==> config.mk <==
export PLATFORM = sky130hd
export DESIGN_NAME = synth_pwr_ctrl
export DESIGN_NICKNAME = d
export VERILOG_FILES = /design/src/rtl/synth_pwr_pkg.sv /design/src/rtl/sec_power_resolve.sv /design/src/rtl/sec_edge_pulse.sv /design/src/rtl/band_tracker.sv /design/src/rtl/aux_select.sv /design/src/rtl/synth_pwr_ctrl.sv
export SDC_FILE = /design/constraint.sdc
export NUM_CORES = 1
export LEC_CHECK = 0
export ABC_AREA = 1
export BUFFER_PORTS_ARGS = -buffer_cell sky130_fd_sc_hd__buf_4
export CAP_MARGIN = 20
export CORE_UTILIZATION = 25
export CTS_BUF_LIST = sky130_fd_sc_hd__clkbuf_4 sky130_fd_sc_hd__clkbuf_8
export CTS_CLUSTER_SIZE = 12
export DETAILED_ROUTE_END_ITERATION = 12
export SYNTH_ARGS = -nofsm -noshare
export SYNTH_HDL_FRONTEND = slang
export SYNTH_SLANG_ARGS = --single-unit
==> constraint.sdc <==
create_clock -name clk -period 0.8 [get_ports clk]
set_clock_uncertainty 0.15 [all_clocks]
set_input_delay 0.16 -clock clk [delete_from_list [all_inputs] [get_ports clk]]
set_output_delay 0.16 -clock clk [all_outputs]
set_load 0.005 [all_outputs]
==> src/rtl/synth_pwr_pkg.sv <==
package synth_pwr_pkg;

    localparam int NUM_SEC = 3;
    localparam int SEC_IF  = 0;
    localparam int SEC_RF  = 1;
    localparam int SEC_REF = 2;
    localparam int AUX_W   = 2;

    typedef enum logic [AUX_W-1:0] {
        AUX_SPARE0 = 2'b00,
        AUX_LOW    = 2'b01,
        AUX_SPARE2 = 2'b10,
        AUX_UNLOCK = 2'b11
    } aux_mode_e;

    typedef enum logic {
        BAND_RF1 = 1'b0,
        BAND_RF2 = 1'b1
    } band_e;

    typedef struct packed {
        logic ref_on;
        logic rf_on;
        logic if_on;
    } sec_en_t;

    function automatic sec_en_t resolve_power(
        input logic run_pin,
        input logic if_req,
        input logic rf_req,
        input logic force_req
    );
        sec_en_t r;
        r.if_on  = run_pin & (if_req | force_req);
        r.rf_on  = run_pin & (rf_req | force_req);
        r.ref_on = r.if_on | r.rf_on;
        return r;
    endfunction

endpackage

==> src/rtl/sec_power_resolve.sv <==
module sec_power_resolve
    import synth_pwr_pkg::*;
(
    input  logic    hw_run,
    input  logic    if_sw_on,
    input  logic    rf_sw_on,
    input  logic    force_on,
    output sec_en_t en_next
);
    always_comb begin
        en_next = resolve_power(hw_run, if_sw_on, rf_sw_on, force_on);
    end
endmodule

==> src/rtl/sec_edge_pulse.sv <==
module sec_edge_pulse #(
    parameter int WIDTH = 3
) (
    input  logic             clk,
    input  logic             rst,
    input  logic [WIDTH-1:0] level_next,
    output logic [WIDTH-1:0] level_q,
    output logic [WIDTH-1:0] rise_q,
    output logic [WIDTH-1:0] fall_q
);
    for (genvar i = 0; i < WIDTH; i++) begin : g_bit
        always_ff @(posedge clk) begin
            if (rst) begin
                level_q[i] <= 1'b0;
                rise_q[i]  <= 1'b0;
                fall_q[i]  <= 1'b0;
            end else begin
                level_q[i] <= level_next[i];
                rise_q[i]  <= level_next[i] & ~level_q[i];
                fall_q[i]  <= ~level_next[i] & level_q[i];
            end
        end
    end
endmodule

==> src/rtl/band_tracker.sv <==
module band_tracker
    import synth_pwr_pkg::*;
(
    input  logic  clk,
    input  logic  rst,
    input  logic  wr_lo,
    input  logic  wr_hi,
    output band_e band_q
);
    always_ff @(posedge clk) begin
        if (rst) begin
            band_q <= BAND_RF1;
        end else if (wr_hi) begin
            band_q <= BAND_RF2;
        end else if (wr_lo) begin
            band_q <= BAND_RF1;
        end
    end
endmodule

==> src/rtl/aux_select.sv <==
module aux_select
    import synth_pwr_pkg::*;
(
    input  logic             clk,
    input  logic             rst,
    input  logic [AUX_W-1:0] mode,
    input  logic             unlocked,
    output logic             aux_q
);
    aux_mode_e mode_e;
    logic      aux_next;

    always_comb begin
        mode_e = aux_mode_e'(mode);
        case (mode_e)
            AUX_UNLOCK: aux_next = unlocked;
            default:    aux_next = 1'b0;
        endcase
    end

    always_ff @(posedge clk) begin
        if (rst) aux_q <= 1'b0;
        else     aux_q <= aux_next;
    end
endmodule

==> src/rtl/synth_pwr_ctrl.sv <==
module synth_pwr_ctrl
    import synth_pwr_pkg::*;
(
    input  logic               clk,
    input  logic               rst,
    input  logic               hw_run,
    input  logic               if_sw_on,
    input  logic               rf_sw_on,
    input  logic               force_on,
    input  logic [AUX_W-1:0]   aux_mode,
    input  logic               low_bias,
    input  logic               wr_div_rf1,
    input  logic               wr_div_rf2,
    input  logic               unlocked,
    output logic [NUM_SEC-1:0] sec_en,
    output logic               rf1_en,
    output logic               rf2_en,
    output logic               band_sel,
    output logic [NUM_SEC-1:0] sec_up,
    output logic [NUM_SEC-1:0] sec_dn,
    output logic               aux_out,
    output logic               low_bias_out
);
    sec_en_t en_next;
    band_e   band_q;
    logic    bias_q;

    sec_power_resolve u_resolve (
        .hw_run   (hw_run),
        .if_sw_on (if_sw_on),
        .rf_sw_on (rf_sw_on),
        .force_on (force_on),
        .en_next  (en_next)
    );

    sec_edge_pulse #(.WIDTH(NUM_SEC)) u_edges (
        .clk        (clk),
        .rst        (rst),
        .level_next (en_next),
        .level_q    (sec_en),
        .rise_q     (sec_up),
        .fall_q     (sec_dn)
    );

    band_tracker u_band (
        .clk    (clk),
        .rst    (rst),
        .wr_lo  (wr_div_rf1),
        .wr_hi  (wr_div_rf2),
        .band_q (band_q)
    );

    aux_select u_aux (
        .clk      (clk),
        .rst      (rst),
        .mode     (aux_mode),
        .unlocked (unlocked),
        .aux_q    (aux_out)
    );

    always_ff @(posedge clk) begin
        if (rst) bias_q <= 1'b0;
        else     bias_q <= low_bias;
    end

    assign band_sel     = (band_q == BAND_RF2);
    assign rf1_en       = sec_en[SEC_RF] & (band_q == BAND_RF1);
    assign rf2_en       = sec_en[SEC_RF] & (band_q == BAND_RF2);
    assign low_bias_out = bias_q;
endmodule

==> impl_metrics.json, run 1 <==
{
  "status": "complete, but fails checks",
  "violations": "hold timing, setup timing",
  "top_usage_layer": "met2",
  "dp_hpwl_um": 587,
  "cts_htree_levels": 1,
  "power_density_nw_per_um2": 1820,
  "ant_nets": 0,
  "netlist_area_um2": 370,
  "vias": 359,
  "route.detailed.drc": 0,
  "post_synth_and_or_nand_nor_area_fraction": 0.209,
  "fin_tns_setup_ns": -3.36,
  "period_minus_slack_ns": 1.17,
  "gr-usage-met2": 0.163,
  "worst_pin_slew_ns": 0.226,
  "grt_pass1_wl_um": 1060,
  "layout_common_cells": "buf_4, buf_6, nor2_1",
  "syn_area_per_cell_um2": 8.82,
  "final_common_cell": "buf_4",
  "synth_top_family_by_area": "simple AND/OR/NAND/NOR gates",
  "slew_viol_final": 0,
  "area_delta_synth_final_pct": 95.3,
  "drt_first_iter_violations": 1,
  "grt_overflow": 0,
  "leakage_nw": 0.364,
  "synth_compound_area_frac": 0.0608,
  "ys_seq_area_frac": 0.649,
  "grt_usage": 0.113,
  "r2r_slack_ns": -0.12,
  "crit_path_start_kind": "flip-flop",
  "clock-sinks": 12,
  "finalHoldViolations": 8,
  "peakVddDrop_uv": 745,
  "synth-seq-cells": 12,
  "layout_setup_ws_ns": -0.369,
  "syn_inst": 42,
  "initial_core_util": 0.278,
  "relSlewSlack": 0.849,
  "arrival_ns": 0.86,
  "synth_xor_area_frac": 0,
  "die_y_um": 40.5,
  "synth_fa_ha_area_frac": 0,
  "synth.distinct_cells": 9,
  "final_area_um2": 723,
  "place_area_um2": 593,
  "avgViaCountPerCell": 3.95,
  "gp_congestion": 0.590,
  "die-area_um2": 1640,
  "crit_family": "flip-flops",
  "rsz0062_at_grt": "true",
  "drt_wl_total_um": 814,
  "cts_root_buf": "clkbuf_4",
  "grt_max_degree": 9,
  "met1_usage": 0.110,
  "cts_tree": "built",
  "portBuffers": 25,
  "coreArea_um2": 1330,
  "drt-wirelength-per-cell_um": 8.95,
  "clk_latency_ns": 0.26,
  "hold_ws_ns": -0.0598,
  "critical_path_class": "reg -> out",
  "worst-path-max-fanout": 4,
  "nets": 89,
  "core.rowCount": 13,
  "slowest_delay_ns": 0.36,
  "fmax_ghz": 0.856,
  "antenna_cells": 0,
  "drive_above_1_share": 0.711,
  "grt_use_met3": 0.0722,
  "hp-class": "in -> reg",
  "synth_nets": 54,
  "antenna_found_initial": 0,
  "fp.dieW_um": 40.5,
  "cts.clk_slew.worst_paths_ns": 0.07,
  "cp_num_buf_inv": 2,
  "cts_buffers": 3,
  "io_pins": 26,
  "setup_viol": 16,
  "fin_crit_sh": 1.46,
  "clock_path_buffers": 2,
  "required_ns": 0.49,
  "fin_util": 0.542,
  "maxCapViolCount": 0,
  "grt_pass1_vias": 247,
  "dr.pass1.iters": 2,
  "critPathCaptureType": "output pin",
  "crit_chain": "inv_2 > nor2_2 > buf_4",
  "cp_slowest_cell": "dfxtp_2",
  "yosysWarnings": 0,
  "synth.area.mux_share": 0
}
worst paths after layout:
| check | from | end | cells past startpoint |
|---|---|---|---|
| hold / removal | low_bias | low_bias_out | 3 |
| setup / recovery | u_edges.level_q[1] | rf1_en | 3 |
| hold reg to reg | u_edges.level_q[1] | u_edges.rise_q[1] | 1 |
| setup reg to reg | u_edges.level_q[1] | u_edges.fall_q[1] | 4 |
stage by stage:
step           hold slack [ns]  cells  power [mW]  setup WS, ns
6_report               -0.0598     91        1.32        -0.369
5_1_grt                -0.0727     91        1.40        -0.448
4_1_cts                -0.0665     90        1.31        -0.368
3_5_place_dp             0.218     84       0.819        -0.135
3_3_place_gp             0.220     84       0.816        -0.115
2_1_floorplan            0.117     42       0.706        0.0108
per-layer routing:
metal  part of all wire  vias to the layer above
met1               0.39                      147
met3              0.096                        0
met2               0.51                       19
li1                   -                      193
met4                  0                        0
met5                  0                        -
cells in the mapped netlist, drive strengths merged:
master / count / area [um2]
nand2: 8 / 30.0
a21oi: 1 / 5.00
buf: 1 / 7.51
nor2: 10 / 37.5
inv: 6 / 22.5
nor3: 2 / 10.0
dfxtp: 12 / 240
o21ai: 2 / 17.5
sequential cells by signal, indices dropped and copies added, names as in the netlist:
name,cells
u_edges.fall_q,3
u_edges.level_q,3
u_band.band_q,1
u_aux.aux_q,1
low_bias_out,1
u_edges.rise_q,3
tightest hold or removal path, cell delays in order:
cell    delay, ns
buf_4        0.07
inv_1        0.03
nor2_1       0.06
report_power, final:
| group | internal, mW | leakage [nW] | switching, mW |
|---|---|---|---|
| clock | 0.276 | 0.0210 | 0.189 |
| sequential | 0.630 | 0.102 | 0.0203 |
| combinational | 0.130 | 0.241 | 0.0701 |
| total | 1.04 | 0.364 | 0.280 |
area by class of cell:
class                           count  area [um2]
Inverter                            6        22.5
Fill cell                         129         611
Tap cell                           15        18.8
Timing Repair Buffer               31         274
Sequential cell                    12         253
Multi-Input combinational cell     23         119
Clock buffer                        4        36.3
kinds of logic after synthesis:
group | after synthesis
AOI/OAI and AO/OA | 3
buffers and inverters | 7
and+or+nand+nor | 20
DFF | 12
repair_timing:
item,CTS,global route
pin swaps,2,2
setup endpoints to repair,15,18
resized for setup,11,16
hold endpoints to repair,8,8
buffers inserted,2,1
Power figures use the tool's default switching activity.
==> inputs of run 2 (changes only) <==
--- a/config.mk
+++ b/config.mk
@@ -8,10 +8,10 @@
 export ABC_AREA = 1
 export BUFFER_PORTS_ARGS = -buffer_cell sky130_fd_sc_hd__buf_4
 export CAP_MARGIN = 20
-export CORE_UTILIZATION = 25
-export CTS_BUF_LIST = sky130_fd_sc_hd__clkbuf_4 sky130_fd_sc_hd__clkbuf_8
+export CORE_AREA = 4 4 41 43
 export CTS_CLUSTER_SIZE = 12
 export DETAILED_ROUTE_END_ITERATION = 12
+export DIE_AREA = 0 0 45 47
 export SYNTH_ARGS = -nofsm -noshare
 export SYNTH_HDL_FRONTEND = slang
 export SYNTH_SLANG_ARGS = --single-unit
==> impl_metrics.json, run 2 (synthesis results as in run 1) <==
{
  "hold_end": "low_bias_out",
  "layout_common_cells": "buf_4, buf_6, nor2_1, nand2_1, dfxtp_2",
  "rr_worst_depth": 3,
  "slowest_delay_ns": 0.36,
  "cts_buffers": 3,
  "cp_num_buf_inv": 2,
  "drt_wl_total_um": 861,
  "violations": "hold timing, setup timing",
  "place_area_um2": 593,
  "grt_max_degree": 9,
  "status": "complete, but fails checks",
  "coreArea_um2": 1300,
  "grt_usage": 0.0939,
  "drt-wirelength-per-cell_um": 9.57,
  "core.rowCount": 13,
  "final_area_um2": 699,
  "hold_ws_ns": -0.0614,
  "rsz0062_at_grt": "true",
  "fmax_ghz": 0.860,
  "required_ns": 0.49,
  "clock_path_buffers": 2,
  "cts_htree_levels": 1,
  "fp.dieW_um": 45,
  "min_from": "low_bias",
  "die-area_um2": 2120,
  "grt_pass1_vias": 353,
  "gp_congestion": 0.634,
  "layout_setup_ws_ns": -0.363,
  "drive_above_1_share": 0.653,
  "ant_nets": 0,
  "cts_root_buf": "clkbuf_4",
  "seq_area_um2": 254,
  "hp-class": "in -> reg",
  "final_common_cell": "buf_4",
  "vias": 376,
  "power_mw": 1.31,
  "multi_input_area_um2": 105,
  "fin_crit_sh": 1.45,
  "cp_slowest_cell": "dfxtp_4",
  "leakage_nw": 0.360,
  "crit_path_start_kind": "flip-flop",
  "relSlewSlack": 0.890,
  "antenna_found_initial": 0,
  "period_minus_slack_ns": 1.16,
  "cts_tree": "built",
  "dr.pass1.iters": 2,
  "route.detailed.drc": 0,
  "setup_viol": 17,
  "crit_family": "flip-flops",
  "grt_overflow": 0,
  "critical_path_class": "reg -> out",
  "area_delta_synth_final_pct": 88.9,
  "finalHoldViolations": 8,
  "portBuffers": 25,
  "io_pins": 26,
  "peakVddDrop_uv": 1090,
  "worst-path-max-fanout": 4,
  "crit_chain": "buf_4 > buf_6",
  "cts.clk_slew.worst_paths_ns": 0.07,
  "r2r-start": "u_edges.level_q[2]",
  "worstReg2RegEnd": "u_edges.fall_q[2]",
  "initial_core_util": 0.285,
  "top_regs": "u_edges.fall_q x3, u_edges.level_q x3, u_edges.rise_q x3",
  "arrival_ns": 0.85,
  "slew_viol_final": 0,
  "fill_cells": 130,
  "critPathCaptureType": "output pin",
  "power_density_nw_per_um2": 1870,
  "die_y_um": 47,
  "clock-sinks": 12,
  "avgViaCountPerCell": 4.18,
  "antenna_cells": 0,
  "clk_latency_ns": 0.27,
  "maxCapViolCount": 0,
  "nets": 88,
  "min_delay_path_depth": 3,
  "grt_pass1_wl_um": 1350,
  "worst_pin_slew_ns": 0.165,
  "drt_first_iter_violations": 7,
  "r2r_slack_ns": -0.01
}
==> run 2: changes by cell type in the layout (fill, tap and decap cells not counted), sizes merged <==
cell	previous run	this run
buf	31	30
==> run 2: per-stage QoR <==
step / util / instances / hold WS (ns) / worst slack [ns] / setup TNS, ns
finish: 0.538 / 90 / -0.0614 / -0.363 / -3.36
global route: 0.538 / 90 / -0.0470 / -0.409 / -3.94
CTS: 0.511 / 90 / -0.0652 / -0.374 / -3.50
detailed placement: 0.456 / 84 / 0.222 / -0.121 / -0.885
global placement: 0.456 / 84 / 0.216 / -0.120 / -0.784
floorplan: - / 42 / 0.117 / 0.0108 / 0
==> run 2: worst max-delay path by stage <==
stage	to	startpoint	slack, ns	cells after the start
after detailed placement	u_edges.rise_q[2]	force_on	-0.12	5
final	sec_en[1]	u_edges.level_q[1]	-0.36	2
after global routing	rf1_en	u_edges.level_q[1]	-0.41	3
after floorplan	rf1_en	u_edges.level_q[1]	0.01	2
after CTS	rf1_en	u_edges.level_q[1]	-0.37	3
after global placement	u_edges.rise_q[2]	force_on	-0.12	5
==> run 2: final cells by class <==
class | instances | area share
repair buffers | 30 | 0.376
multi-input cells | 23 | 0.150
inverters | 6 | 0.0322
well taps | 15 | 0.0268
clock buffers | 4 | 0.0519
flip-flops and latches | 12 | 0.363
==> run 2: where the power goes <==
| group | leakage, nW | internal (mW) | total [mW] | switching (mW) |
|---|---|---|---|---|
| logic | 0.237 | 0.122 | 0.188 | 0.0652 |
| clock network | 0.0210 | 0.276 | 0.473 | 0.197 |
| registers | 0.102 | 0.630 | 0.649 | 0.0192 |
| total | 0.360 | 1.03 | 1.31 | 0.281 |
==> run 2: worst min-delay path: cells and delay by family <==
family	cells	cell delay [ns]
simple gates	1	0.06
buf+inv	2	0.10
==> run 2: metal layers <==
| layer | vias to the layer above | GRT usage | share of wire |
|---|---|---|---|
| li1 | 192 | - | - |
| met1 | 166 | 0.0974 | 0.37 |
| met2 | 16 | 0.150 | 0.52 |
| met3 | 2 | 0.0307 | 0.10 |
| met4 | 0 | 0.0877 | 0.0070 |
| met5 | - | 0 | 0 |
==> run 2: timing repair <==
item | in CTS | in global routing
setup endpoints to repair | 16 | 17
pin swaps | 2 | 1
setup buffers | 2 | 1
resized for setup | 9 | 13
endpoints found under the hold margin | 8 | 8
==> inputs of run 3 (changes only) <==
--- a/config.mk
+++ b/config.mk
@@ -6,12 +6,12 @@
 export NUM_CORES = 1
 export LEC_CHECK = 0
 export ABC_AREA = 1
-export BUFFER_PORTS_ARGS = -buffer_cell sky130_fd_sc_hd__buf_4
 export CAP_MARGIN = 20
 export CORE_AREA = 4 4 41 43
 export CTS_CLUSTER_SIZE = 12
 export DETAILED_ROUTE_END_ITERATION = 12
 export DIE_AREA = 0 0 45 47
+export DONT_BUFFER_PORTS = 1
 export SYNTH_ARGS = -nofsm -noshare
 export SYNTH_HDL_FRONTEND = slang
 export SYNTH_SLANG_ARGS = --single-unit
==> impl_metrics.json, run 3 (synthesis results as in run 1) <==
{
  "ant_nets": 0,
  "die-area_um2": 2120,
  "power_mw": 1.21,
  "top_regs": "u_edges.fall_q x3, u_edges.level_q x3, u_edges.rise_q x3",
  "die_y_um": 47,
  "dr.pass1.iters": 2,
  "drt_wl_total_um": 717,
  "critPathCaptureType": "output pin",
  "fp.dieW_um": 45,
  "dp_hpwl_um": 547,
  "portBuffers": 0,
  "drt-wirelength-per-cell_um": 10.4,
  "cts_hold_buf": 4,
  "route.detailed.drc": 0,
  "layout_common_cells": "dfxtp_2, nor2_1, nand2_1",
  "initial_core_util": 0.285,
  "grt_pass1_vias": 315,
  "cts_tree": "built",
  "nets": 67,
  "required_ns": 0.49,
  "fill_cells": 133,
  "area_delta_synth_final_pct": 44.6,
  "status": "complete, but fails checks",
  "fmax_ghz": 0.934,
  "cts_root_buf": "clkbuf_4",
  "violations": "hold timing, setup timing",
  "leakage_nw": 0.245,
  "io_pins": 26,
  "cts_htree_levels": 1,
  "clock-sinks": 12,
  "rsz0062_at_grt": "true",
  "final_area_um2": 536,
  "clk_latency_ns": 0.27,
  "avgViaCountPerCell": 4.30,
  "place_area_um2": 420,
  "hold_ws_ns": -0.207,
  "relSlewSlack": 0.880,
  "hp-class": "in -> reg",
  "maxCapViolCount": 0,
  "core.rowCount": 13,
  "drive_above_1_share": 0.519,
  "cts_buffers": 3,
  "vias": 297,
  "grt_pass1_wl_um": 1210,
  "finalHoldViolations": 11,
  "dp_slack_ns": -0.0155,
  "grt_usage": 0.0833,
  "grt_overflow": 0,
  "cts.clk_slew.worst_paths_ns": 0.08,
  "power_density_nw_per_um2": 2260,
  "period_minus_slack_ns": 1.07,
  "worst-path-max-fanout": 4,
  "critical_path_class": "reg -> out",
  "grt_max_degree": 9,
  "antenna_cells": 0,
  "final_common_cell": "dfxtp_2",
  "worst_pin_slew_ns": 0.179,
  "gp_congestion": 0.640,
  "clock_path_buffers": 2,
  "seq_area_um2": 260,
  "multi_input_area_um2": 110,
  "setup_viol": 15,
  "drt_first_iter_violations": 1,
  "slew_viol_final": 0,
  "fin_crit_sh": 1.34,
  "peakVddDrop_uv": 1020,
  "crit_path_start_kind": "flip-flop",
  "antenna_found_initial": 0,
  "arrival_ns": 0.76,
  "coreArea_um2": 1300,
  "layout_setup_ws_ns": -0.271
}
[run 3: cell types whose count changed in the layout (fill, tap and decap cells not counted), moves of 2 or more]
cell           previous run  this run
dlygate4sd3_1             0         4
dfxtp_2                   8        10
buf_4                    20         3
buf_6                    10         2
dfxtp_1                   3         0
[run 3: final cells by class]
cell class / instances / area share
inverters: 6 / 0.0467
clock buffers: 4 / 0.0678
multi-input cells: 23 / 0.206
repair buffers: 9 / 0.159
well taps: 15 / 0.0350
flip-flops and latches: 12 / 0.486
[run 3: what timing repair did]
item | CTS | global route
cloned | 0 | 0
setup buffers | 0 | 1
endpoints found under the hold margin | 12 | 11
pin swaps | 1 | 1
endpoints found under the setup margin | 15 | 16
resized for setup | 14 | 7
[run 3: layer usage]
metal | vias up | GRT usage | share of wire
met5 | - | 0 | 0
met2 | 18 | 0.144 | 0.52
li1 | 152 | - | -
met1 | 127 | 0.0714 | 0.35
met4 | 0 | 0.0351 | 0
met3 | 0 | 0.0651 | 0.13
[run 3: path summary, 6_finish.rpt]
| path | cells past startpoint | slack [ns] | from | endpoint |
|---|---|---|---|---|
| worst min register to register | 1 | 0.28 | u_edges.level_q[2] | u_edges.rise_q[2] |
| worst max register to register | 3 | -0.02 | u_edges.level_q[1] | u_edges.fall_q[1] |
| worst min-delay path | 1 | -0.21 | rst | u_edges.level_q[0] |
| worst max-delay path | 2 | -0.27 | u_edges.level_q[1] | rf2_en |
[run 3: per-stage QoR]
step	instances	setup TNS (ns)	util
final	69	-2.13	0.412
after global routing	69	-2.73	0.412
after CTS	69	-2.27	0.397
after detailed placement	61	-0.0211	0.323
after global placement	61	0	0.323
after floorplan	42	0	-
[run 3: critical path, stage by stage, from the launching register on]
cell,delay (ns)
dfxtp_4,0.37
nand2_1,0.07
inv_2,0.05
[run 3: where the power goes]
part           internal (mW)  switching (mW)
clock                  0.276           0.189
sequential             0.630          0.0238
combinational         0.0543          0.0369
